$ cat config.mk
export PLATFORM = sky130hd
export DESIGN_NAME = vga_io_decoder
export DESIGN_NICKNAME = d
export VERILOG_FILES = /design/src/rtl/vga_io_pkg.sv /design/src/rtl/vga_index_group.sv /design/src/rtl/vga_palette.sv /design/src/rtl/vga_io_decoder.sv
export SDC_FILE = /design/constraint.sdc
export NUM_CORES = 1
export LEC_CHECK = 0
export BUFFER_PORTS_ARGS = -buffer_cell sky130_fd_sc_hd__buf_2
export CAP_MARGIN = 20
export CORE_MARGIN = 1.5
export CORE_UTILIZATION = 55
export DETAILED_ROUTE_END_ITERATION = 16
export PLACE_DENSITY = 0.82
export SLEW_MARGIN = 20
export SYNTH_ARGS = -nofsm -noshare
export SYNTH_HDL_FRONTEND = slang
export SYNTH_HIERARCHICAL = 1
export SYNTH_SLANG_ARGS = --single-unit
$ cat constraint.sdc
create_clock -name clk -period 5.7 [get_ports clk]
set_clock_uncertainty 0.15 [all_clocks]
set_input_delay 0.57 -clock clk [delete_from_list [all_inputs] [get_ports clk]]
set_output_delay 0.57 -clock clk [all_outputs]
set_load 0.02 [all_outputs]
$ cat src/rtl/vga_io_pkg.sv
package vga_io_pkg;

  typedef enum logic [4:0] {
    P_NONE, P_CRT_IDX, P_CRT_DAT, P_STAT, P_ATT_IW, P_ATT_RD, P_MISC_W,
    P_SEQ_IDX, P_SEQ_DAT, P_MASK, P_PAL_RIDX, P_PAL_WIDX, P_PAL_DAT,
    P_FEAT_RD, P_MISC_RD, P_GFX_IDX, P_GFX_DAT, P_EXT_IDX, P_EXT_DAT
  } port_e;

  localparam int G_SEQ = 0;
  localparam int G_GFX = 1;
  localparam int G_CRT = 2;
  localparam int G_ATT = 3;
  localparam int G_EXT = 4;
  localparam int NGRP  = 5;

  function automatic port_e port_of(input logic [15:0] a);
    case (a)
      16'h03B4, 16'h03D4: return P_CRT_IDX;
      16'h03B5, 16'h03D5: return P_CRT_DAT;
      16'h03BA, 16'h03DA: return P_STAT;
      16'h03C0:           return P_ATT_IW;
      16'h03C1:           return P_ATT_RD;
      16'h03C2:           return P_MISC_W;
      16'h03C4:           return P_SEQ_IDX;
      16'h03C5:           return P_SEQ_DAT;
      16'h03C6:           return P_MASK;
      16'h03C7:           return P_PAL_RIDX;
      16'h03C8:           return P_PAL_WIDX;
      16'h03C9:           return P_PAL_DAT;
      16'h03CA:           return P_FEAT_RD;
      16'h03CC:           return P_MISC_RD;
      16'h03CE:           return P_GFX_IDX;
      16'h03CF:           return P_GFX_DAT;
      16'h03D6:           return P_EXT_IDX;
      16'h03D7:           return P_EXT_DAT;
      default:            return P_NONE;
    endcase
  endfunction

endpackage

$ cat src/rtl/vga_index_group.sv
// Index register plus a small array addressed by the index's low bits.
module vga_index_group #(
  parameter int DEPTH = 16,
  parameter int W     = 8
) (
  input  logic         clk,
  input  logic         rst,
  input  logic         idx_we,
  input  logic         dat_we,
  input  logic [W-1:0] wdata,
  output logic [W-1:0] idx_q,
  output logic [W-1:0] dat_q
);
  localparam int AW = $clog2(DEPTH);

  logic [W-1:0] mem [DEPTH];
  logic [AW-1:0] sel;

  assign sel = idx_q[AW-1:0];

  always_ff @(posedge clk) begin
    if (rst)         idx_q <= '0;
    else if (idx_we) idx_q <= wdata;
  end

  // array has no reset so it can map onto distributed or block RAM
  always_ff @(posedge clk) begin
    if (dat_we) mem[sel] <= wdata;
  end

  assign dat_q = mem[sel];
endmodule

$ cat src/rtl/vga_palette.sv
// Palette port set: mask, split read/write indices, three-component store.
module vga_palette #(
  parameter int ENTRIES = 16,
  parameter int W       = 8
) (
  input  logic         clk,
  input  logic         rst,
  input  logic         mask_we,
  input  logic         ridx_we,
  input  logic         widx_we,
  input  logic         dat_we,
  input  logic         dat_re,
  input  logic [W-1:0] wdata,
  output logic [W-1:0] mask_q,
  output logic [W-1:0] widx_q,
  output logic         rd_mode,
  output logic [W-1:0] dat_q
);
  localparam int IW    = $clog2(ENTRIES);
  localparam int SLOTS = ENTRIES * 3;
  localparam int MW    = $clog2(SLOTS);

  logic [W-1:0]  mem [SLOTS];
  logic [W-1:0]  ridx_q;
  logic [1:0]    wcomp, rcomp;
  logic [MW-1:0] wa, ra;

  assign wa = MW'(widx_q[IW-1:0]) * MW'(3) + MW'(wcomp);
  assign ra = MW'(ridx_q[IW-1:0]) * MW'(3) + MW'(rcomp);

  always_ff @(posedge clk) begin
    if (rst) begin
      mask_q  <= '1;
      widx_q  <= '0;
      ridx_q  <= '0;
      wcomp   <= '0;
      rcomp   <= '0;
      rd_mode <= 1'b0;
    end else begin
      if (mask_we) mask_q <= wdata;
      if (widx_we) begin
        widx_q  <= wdata;
        wcomp   <= '0;
        rd_mode <= 1'b0;
      end else if (dat_we) begin
        if (wcomp == 2'd2) begin
          wcomp  <= '0;
          widx_q <= widx_q + W'(1);
        end else begin
          wcomp <= wcomp + 2'd1;
        end
      end
      if (ridx_we) begin
        ridx_q  <= wdata;
        rcomp   <= '0;
        rd_mode <= 1'b1;
      end else if (dat_re) begin
        if (rcomp == 2'd2) begin
          rcomp  <= '0;
          ridx_q <= ridx_q + W'(1);
        end else begin
          rcomp <= rcomp + 2'd1;
        end
      end
    end
  end

  always_ff @(posedge clk) begin
    if (dat_we) mem[wa] <= wdata;
  end

  assign dat_q = mem[ra];
endmodule

$ cat src/rtl/vga_io_decoder.sv
module vga_io_decoder
  import vga_io_pkg::*;
#(
  parameter int ADDR_W      = 16,
  parameter int DATA_W      = 8,
  parameter int SEQ_DEPTH   = 8,
  parameter int GFX_DEPTH   = 16,
  parameter int CRT_DEPTH   = 32,
  parameter int ATT_DEPTH   = 32,
  parameter int EXT_DEPTH   = 16,
  parameter int PAL_ENTRIES = 16
) (
  input  logic              clk,
  input  logic              rst,
  input  logic [ADDR_W-1:0] io_addr,
  input  logic              io_rd,
  input  logic              io_wr,
  input  logic [DATA_W-1:0] io_wdata,
  input  logic              vretrace_i,
  input  logic              dispoff_i,
  output logic [DATA_W-1:0] io_rdata,
  output logic              io_rvalid
);
  port_e port;
  assign port = port_of(16'(io_addr));

  logic              att_ff;
  logic [DATA_W-1:0] feat_q, misc_q;
  logic [NGRP-1:0]   g_iwe, g_dwe;
  logic [DATA_W-1:0] g_idx [NGRP];
  logic [DATA_W-1:0] g_dat [NGRP];

  // write steering into the indexed groups
  always_comb begin
    g_iwe = '0;
    g_dwe = '0;
    if (io_wr) begin
      case (port)
        P_SEQ_IDX: g_iwe[G_SEQ] = 1'b1;
        P_SEQ_DAT: g_dwe[G_SEQ] = 1'b1;
        P_GFX_IDX: g_iwe[G_GFX] = 1'b1;
        P_GFX_DAT: g_dwe[G_GFX] = 1'b1;
        P_CRT_IDX: g_iwe[G_CRT] = 1'b1;
        P_CRT_DAT: g_dwe[G_CRT] = 1'b1;
        P_EXT_IDX: g_iwe[G_EXT] = 1'b1;
        P_EXT_DAT: g_dwe[G_EXT] = 1'b1;
        P_ATT_IW: begin
          if (att_ff) g_dwe[G_ATT] = 1'b1;
          else        g_iwe[G_ATT] = 1'b1;
        end
        default: ;
      endcase
    end
  end

  for (genvar g = 0; g < NGRP; g++) begin : g_grp
    localparam int D = (g == G_SEQ) ? SEQ_DEPTH :
                       (g == G_GFX) ? GFX_DEPTH :
                       (g == G_CRT) ? CRT_DEPTH :
                       (g == G_ATT) ? ATT_DEPTH : EXT_DEPTH;
    vga_index_group #(.DEPTH(D), .W(DATA_W)) u_grp (
      .clk    (clk),
      .rst    (rst),
      .idx_we (g_iwe[g]),
      .dat_we (g_dwe[g]),
      .wdata  (io_wdata),
      .idx_q  (g_idx[g]),
      .dat_q  (g_dat[g])
    );
  end

  // attribute toggle: status read forces it back to the index state
  always_ff @(posedge clk) begin
    if (rst)                          att_ff <= 1'b0;
    else if (io_rd && port == P_STAT) att_ff <= 1'b0;
    else if (io_wr && port == P_ATT_IW) att_ff <= ~att_ff;
  end

  always_ff @(posedge clk) begin
    if (rst) begin
      feat_q <= '0;
      misc_q <= '0;
    end else if (io_wr) begin
      if (port == P_STAT)   feat_q <= io_wdata;
      if (port == P_MISC_W) misc_q <= io_wdata;
    end
  end

  logic [DATA_W-1:0] pal_mask, pal_widx, pal_dat;
  logic              pal_rmode;

  vga_palette #(.ENTRIES(PAL_ENTRIES), .W(DATA_W)) u_pal (
    .clk     (clk),
    .rst     (rst),
    .mask_we (io_wr && port == P_MASK),
    .ridx_we (io_wr && port == P_PAL_RIDX),
    .widx_we (io_wr && port == P_PAL_WIDX),
    .dat_we  (io_wr && port == P_PAL_DAT),
    .dat_re  (io_rd && port == P_PAL_DAT),
    .wdata   (io_wdata),
    .mask_q  (pal_mask),
    .widx_q  (pal_widx),
    .rd_mode (pal_rmode),
    .dat_q   (pal_dat)
  );

  logic [DATA_W-1:0] rd_next;

  always_comb begin
    rd_next = '0;
    case (port)
      P_SEQ_IDX:  rd_next = g_idx[G_SEQ];
      P_SEQ_DAT:  rd_next = g_dat[G_SEQ];
      P_GFX_IDX:  rd_next = g_idx[G_GFX];
      P_GFX_DAT:  rd_next = g_dat[G_GFX];
      P_CRT_IDX:  rd_next = g_idx[G_CRT];
      P_CRT_DAT:  rd_next = g_dat[G_CRT];
      P_EXT_IDX:  rd_next = g_idx[G_EXT];
      P_EXT_DAT:  rd_next = g_dat[G_EXT];
      P_ATT_IW:   rd_next = g_idx[G_ATT];
      P_ATT_RD:   rd_next = g_dat[G_ATT];
      P_STAT: begin
        rd_next[3] = vretrace_i;
        rd_next[0] = dispoff_i;
      end
      P_FEAT_RD:  rd_next = feat_q;
      P_MISC_RD:  rd_next = misc_q;
      P_MASK:     rd_next = pal_mask;
      P_PAL_RIDX: rd_next = pal_rmode ? DATA_W'(3) : '0;
      P_PAL_WIDX: rd_next = pal_widx;
      P_PAL_DAT:  rd_next = pal_dat;
      default:    rd_next = '0;
    endcase
  end

  always_ff @(posedge clk) begin
    if (rst) begin
      io_rdata  <= '0;
      io_rvalid <= 1'b0;
    end else begin
      io_rvalid <= io_rd;
      if (io_rd) io_rdata <= rd_next;
    end
  end
endmodule

==> out/metrics.yaml, run 1 <==
crit_chain: "inv_1 -> fa_1 -> inv_1 -> ha_4 -> inv_1 -> fa_1 -> xor2_2 -> buf_4 -> nor2_1 -> a22oi_1 -> and4_1 -> nor3_1 -> a221o_1 -> a221oi_1 -> a41o_1 -> a21oi_1"
power_frac_clock_pct: 44.3
drt-total-wl_um: 126000
cpMostUsedCell: "inv_1"
synth_top_family_by_area: "multiplexers"
synth-compound-area-share_pct: 3.10
hold-worst-slack_ns: 0.0439
switchingPower_mw: 3.91
hold_path_class: "input pin to register"
internal-power_mw: 15.6
viasPerCell: 6.66
dr.pass1.iters: 8
rsz0062_at_grt: "no"
grt_use_total_pct: 25.8
ios: 39
cts_tree: "done"
antenna_found_initial: 7
cts_setup_buffers: 0
grt_overflow: 0
synth_ff_type: "edfxtp_1"
ys_types: 84
fin_crit_sh_pct: 90.0
clock-root-buffer: "clkbuf_16"
critPathLaunchType: "register"
clock_sinks: 1328
crit_type: "register to register"
clockBufferDepth: 3
async_flop_share_pct: 0
ys_seq_elements: 1328
p_seq_share_pct: 54.4
crit_path_end_kind: "register"
muxShareOfSynthArea_pct: 16.5
drtIter0Drc: 3891
layoutNonFillerInstCount: 4232
worstSkewPairLatency_ns: 0.75
yosys_warnings: 6
synth_nets: 2822
p_leak_nw: 18.2
ir_drop_v: 0.000226
cts_buffers: 133
status: "completed"
die_height_um: 314
gp_congestion: 0.941
critPathArrivalTime_ns: 5.63
final_max_slew_viol_count: 0
vias: 28200
dieArea_um2: 98800
synth_enable_flop_cells: 1216
rows: 113
max_freq_ghz: 0.195
power_frac_comb_pct: 1.4
final-setup-viol-count: 0
rrSetupSlack_ns: 0.57
start_util_pct: 55.8
fp.coreArea_um2: 95400
relSlewSlack_pct: 27.9
grt_pass1_vias: 28400
finalHoldViolCount: 0
nets: 2907
grt_max_degree: 122
placed_cells: 3983
cpPeakStageDelay_ns: 0.58
ant_nets: 0
worstMarginPinSlew_ns: 1.08
final.setup.worst_slack_ns: 0.568
final_common_cell: "edfxtp_1"
crit_required_ns: 6.20
synth_adder_area_share_pct: 0.573
hpwl_um: 75700
synth.avg_cell_area_um2: 19.2
syn_to_final_growth_pct: 11.2
slowest_stage: "nor2_1"
synth-seq-area-share_pct: 72.7
crit_path_max_fanout: 19
final_cell_mix: "1,216 x edfxtp_1, 293 x mux4_2, 238 x nor2_1, 138 x clkbuf_16, 114 x nand2_1"
fin_tns_setup_ns: 0
swShare_pct: 20.0
dpl_worst_slack_ns: 0.799
htreeDepth: 4
syn_area_um2: 53300
path_clk_slew_ns: 0.06
io_buffers: 38
drive_gt1_share_pct: 21.9
grt_pass1_wl_um: 187000
synth-simple-area-share_pct: 5.01
synthXorXnorAreaFrac_pct: 0.329
die_w_um: 314
period_needed_ns: 5.13
drc: 0
wire_per_inst_um: 29.8
syn_inst: 2770
cts.hold.buffers_added: 0
maxCapViolCount: 0
power.density_nw_per_um2: 329
cts_resized: 0
==> layout make-up <==
class / count / area (um^2)
fillers: 6164 / 36200
clock buffers: 176 / 3680
diodes: 4 / 10.0
well taps: 1265 / 1580
repair buffers: 95 / 739
inverters: 24 / 90.1
clock inverters: 67 / 671
flip-flops and latches: 1328 / 38800
multi-input cells: 1273 / 13700
==> power groups by stage <==
| stage | Combinational [mW] | Clock (mW) | Sequential [mW] |
|---|---|---|---|
| 2_1_floorplan | 0.0511 | 0 | 10.8 |
| 3_3_place_gp | 0.244 | 0 | 10.8 |
| 3_5_place_dp | 0.259 | 0 | 10.8 |
| 4_1_cts | 0.259 | 8.74 | 10.6 |
| 5_1_grt | 0.280 | 9.10 | 10.6 |
| 6_report | 0.265 | 8.64 | 10.6 |
==> worst paths after layout <==
kind	end	startpoint	cells past startpoint
worst max-delay path	io_rdata[5]	u_pal/ridx_q[0]	16
worst max register to register	io_rdata[5]	u_pal/ridx_q[0]	16
worst min-delay path	g_grp[2].u_grp/mem[31][0]	io_wdata[0]	1
worst min register to register	feat_q[3]	feat_q[3]	2
==> synth_stat cells, types with 13 or more instances <==
cell / n / area share, %
edfxtp_1: 1216 / 69
mux4_2: 293 / 12
nor2_1: 238 / 1.7
nand2_1: 114 / 0.80
dfxtp_1: 112 / 4.2
mux2i_1: 75 / 1.4
a21oi_1: 60 / 0.56
clkbuf_1: 58 / 0.41
a22oi_1: 49 / 0.69
mux4_1: 43 / 2.1
nand3_1: 40 / 0.38
nor3_1: 34 / 0.32
buf_2: 30 / 0.28
mux2_2: 30 / 0.63
inv_1: 22 / 0.15
o21ai_0: 20 / 0.19
nor2b_1: 19 / 0.22
buf_1: 18 / 0.13
ha_1: 18 / 0.42
nand2b_1: 18 / 0.21
a221oi_1: 17 / 0.28
xnor2_1: 17 / 0.28
buf_4: 16 / 0.23
buf_6: 15 / 0.32
nand3b_1: 15 / 0.21
and2_1: 14 / 0.16
and3_1: 13 / 0.15
==> layer usage <==
layer / track usage [%] / wire (um) / up-vias
met1: 34.0 / 46200 / 14600
met2: 42.6 / 63000 / 1817
met4: 9.54 / 4610 / 8
met3: 5.75 / 12400 / 315
met5: 0 / 46 / -
li1: - / - / 11500
==> metrics by stage <==
stage          utilization [%]  total power [mW]  area [um^2]
6_report                  62.1              19.5        59300
5_1_grt                   62.1              20.0        59200
4_1_cts                   62.0              19.6        59200
3_5_place_dp              57.5              11.1        54800
3_3_place_gp              57.5              11.1        54800
2_1_floorplan                -              10.9        53300
==> worst max-delay path, delay by kind of cell (launching register included) <==
kind            cells  cell delay, ns
simple gates        3            1.37
fa+ha+maj           3            1.17
compound gates      5            1.06
buf+inv             4            0.55
flops               1            0.48
xor+xnor            1            0.26
==> registers in the layout, indices dropped and copies added, names as in the netlist, named ones only <==
name and flops:
feat_q 8, g_grp.u_grp/mem 832, g_grp.u_grp/idx_q 40, u_pal/mem 384, u_pal/widx_q 8, u_pal/wcomp 2, u_pal/rd_mode 1, u_pal/mask_q 8
io_rvalid 1, misc_q 8, att_ff 1, io_rdata 8, u_pal/ridx_q 4, u_pal/rcomp 2
==> cell families after synthesis <==
logic type	Yosys count
buf+inv	169
xor+xnor	20
mux	441
fa+ha+maj	22
compound gates	232
flops	1328
simple gates	558
No activity file was read; power rests on OpenSTA's default activity.
==> run 2: changes to the inputs <==
--- a/config.mk
+++ b/config.mk
@@ -10,7 +10,7 @@
 export CORE_MARGIN = 1.5
 export CORE_UTILIZATION = 55
 export DETAILED_ROUTE_END_ITERATION = 16
-export PLACE_DENSITY = 0.82
+export PLACE_DENSITY = 0.71
 export SLEW_MARGIN = 20
 export SYNTH_ARGS = -nofsm -noshare
 export SYNTH_HDL_FRONTEND = slang
==> constraint.sdc (replaced) <==
create_clock -name clk -period 5.7 [get_ports clk]
set_clock_uncertainty 0.15 [all_clocks]
set_input_delay 0.57 -clock clk [delete_from_list [all_inputs] [get_ports clk]]
set_output_delay 0.57 -clock clk [all_outputs]
set_load 0.1 [all_outputs]
==> out/metrics.yaml, run 2 (synthesis gave the netlist of run 1 again) <==
final_max_slew_viol_count: 0
grt_pass1_vias: 27300
internal-power_mw: 15.8
syn_to_final_growth_pct: 11.3
rows: 113
switchingPower_mw: 3.85
top_register: "g_grp.u_grp/mem"
die_w_um: 314
grt_max_degree: 112
final_cell_mix: "1,216 x edfxtp_1, 293 x mux4_2, 238 x nor2_1, 141 x clkbuf_16, 114 x nand2_1"
viasPerCell: 6.40
grt_pass1_wl_um: 178000
holdPathStages: 1
grt_overflow: 0
worstSkewPairLatency_ns: 0.73
swShare_pct: 19.6
placed_cells: 3986
vias: 27100
fin_crit_sh_pct: 82.6
slowest_stage: "mux4_2"
status: "completed"
antenna_found_initial: 5
critPathLaunchType: "register"
largest_registers: "g_grp.u_grp/mem (832), u_pal/mem (384), g_grp.u_grp/idx_q (40)"
cpPeakStageDelay_ns: 0.59
io_buffers: 38
power_frac_clock_pct: 44.7
nFillCells: 6466
crit_chain: "inv_1 -> fa_1 -> inv_1 -> ha_4 -> inv_1 -> fa_1 -> inv_2 -> mux4_2 -> mux2i_1 -> o21ai_0 -> and3_1 -> a221o_1 -> a221o_1 -> o31ai_1 -> a21oi_1"
clock-root-buffer: "clkbuf_16"
r2r_cells: 15
cts.hold.buffers_added: 0
fp.coreArea_um2: 95400
ios: 39
htreeDepth: 4
gp_congestion: 0.895
worstMarginPinSlew_ns: 1.17
ir_drop_v: 0.000353
die_height_um: 314
final_common_cell: "edfxtp_1"
dr.pass1.iters: 6
p_leak_nw: 18.3
power_frac_comb_pct: 1.3
drc: 0
layoutNonFillerInstCount: 4232
critPathArrivalTime_ns: 5.12
nets: 2908
drt-total-wl_um: 119000
power.density_nw_per_um2: 331
fin_tns_setup_ns: 0
crit_required_ns: 6.12
p_seq_share_pct: 54.0
period_needed_ns: 4.71
largest_reg_flops: 832
relSlewSlack_pct: 21.2
cts_setup_buffers: 0
path_clk_slew_ns: 0.06
ant_nets: 0
crit_path_end_kind: "register"
finalHoldViolCount: 0
maxCapViolCount: 0
hpwl_um: 73700
dieArea_um2: 98800
cts_resized: 0
crit_type: "register to register"
start_util_pct: 55.8
drive_gt1_share_pct: 22.3
max_freq_ghz: 0.212
cpMostUsedCell: "inv_1"
grt_use_total_pct: 24.6
cts_tree: "done"
crit_path_max_fanout: 27
hold_path_class: "input pin to register"
clockBufferDepth: 3
hold-worst-slack_ns: 0.0445
drtIter0Drc: 3325
wire_per_inst_um: 28.2
final-setup-viol-count: 0
cts_buffers: 133
clock_sinks: 1328
rsz0062_at_grt: "no"
-- run 2: cell count changes in the layout (fill, tap and decap cells not counted), moves of 3 or more --
cell / previous run / this run
clkinv_1: 25 / 22
clkinv_2: 14 / 23
buf_6: 1 / 5
clkinvlp_4: 3 / 6
bufinv_16: 8 / 12
buf_12: 6 / 3
clkbuf_16: 138 / 141
clkbuf_1: 30 / 22
-- run 2: power by group through the flow --
stage,Sequential (mW),Clock [mW],Combinational (mW)
after floorplan,10.8,0,0.0511
after CTS,10.6,8.91,0.264
after global placement,10.8,0,0.252
after global routing,10.6,9.29,0.282
final,10.6,8.78,0.261
after detailed placement,10.8,0,0.265
-- run 2: final timing paths --
| check | to | from | slack [ns] |
|---|---|---|---|
| setup reg to reg | io_rdata[6] | u_pal/ridx_q[0] | 0.99 |
| hold reg to reg | feat_q[4] | feat_q[4] | 0.31 |
| setup / recovery | io_rdata[6] | u_pal/ridx_q[0] | 0.99 |
| hold / removal | g_grp[2].u_grp/mem[6][6] | io_wdata[6] | 0.04 |
-- run 2: through the flow --
stage	setup WS [ns]	total power [mW]	cell area (um^2)	util (%)
floorplan	1.58	10.9	53300	-
global placement	0.998	11.1	54800	57.5
detailed placement	0.973	11.1	54900	57.5
CTS	0.976	19.8	59300	62.1
global route	0.736	20.2	59300	62.2
finish	0.993	19.7	59300	62.2
-- run 2: layer usage --
layer | vias up | GRT usage (%) | wire, um
met1 | 14100 | 35.4 | 49000
met3 | 207 | 6.01 | 10900
met4 | 6 | 7.74 | 3050
li1 | 11500 | - | -
met5 | - | 0 | 43
met2 | 1254 | 37.5 | 56200
-- run 2: final cells by class --
cell class,instances,area [um^2],area share (%)
Antenna cell,2,5.00,0.00844
Clock buffer,169,3690,6.23
Clock inverter,75,752,1.27
Inverter,24,90.1,0.152
Multi-Input combinational cell,1273,13700,23.1
Sequential cell,1328,38800,65.4
Tap cell,1265,1580,2.67
Timing Repair Buffer,96,704,1.19
-- run 2: critical path, delay by kind of cell, from the launching register on --
family	cells	cell delay, ns
muxes	2	0.80
buffers and inverters	4	0.84
adders and majority gates	3	1.11
DFF	1	0.46
AOI/OAI and AO/OA	5	0.98
and+or+nand+nor	1	0.20
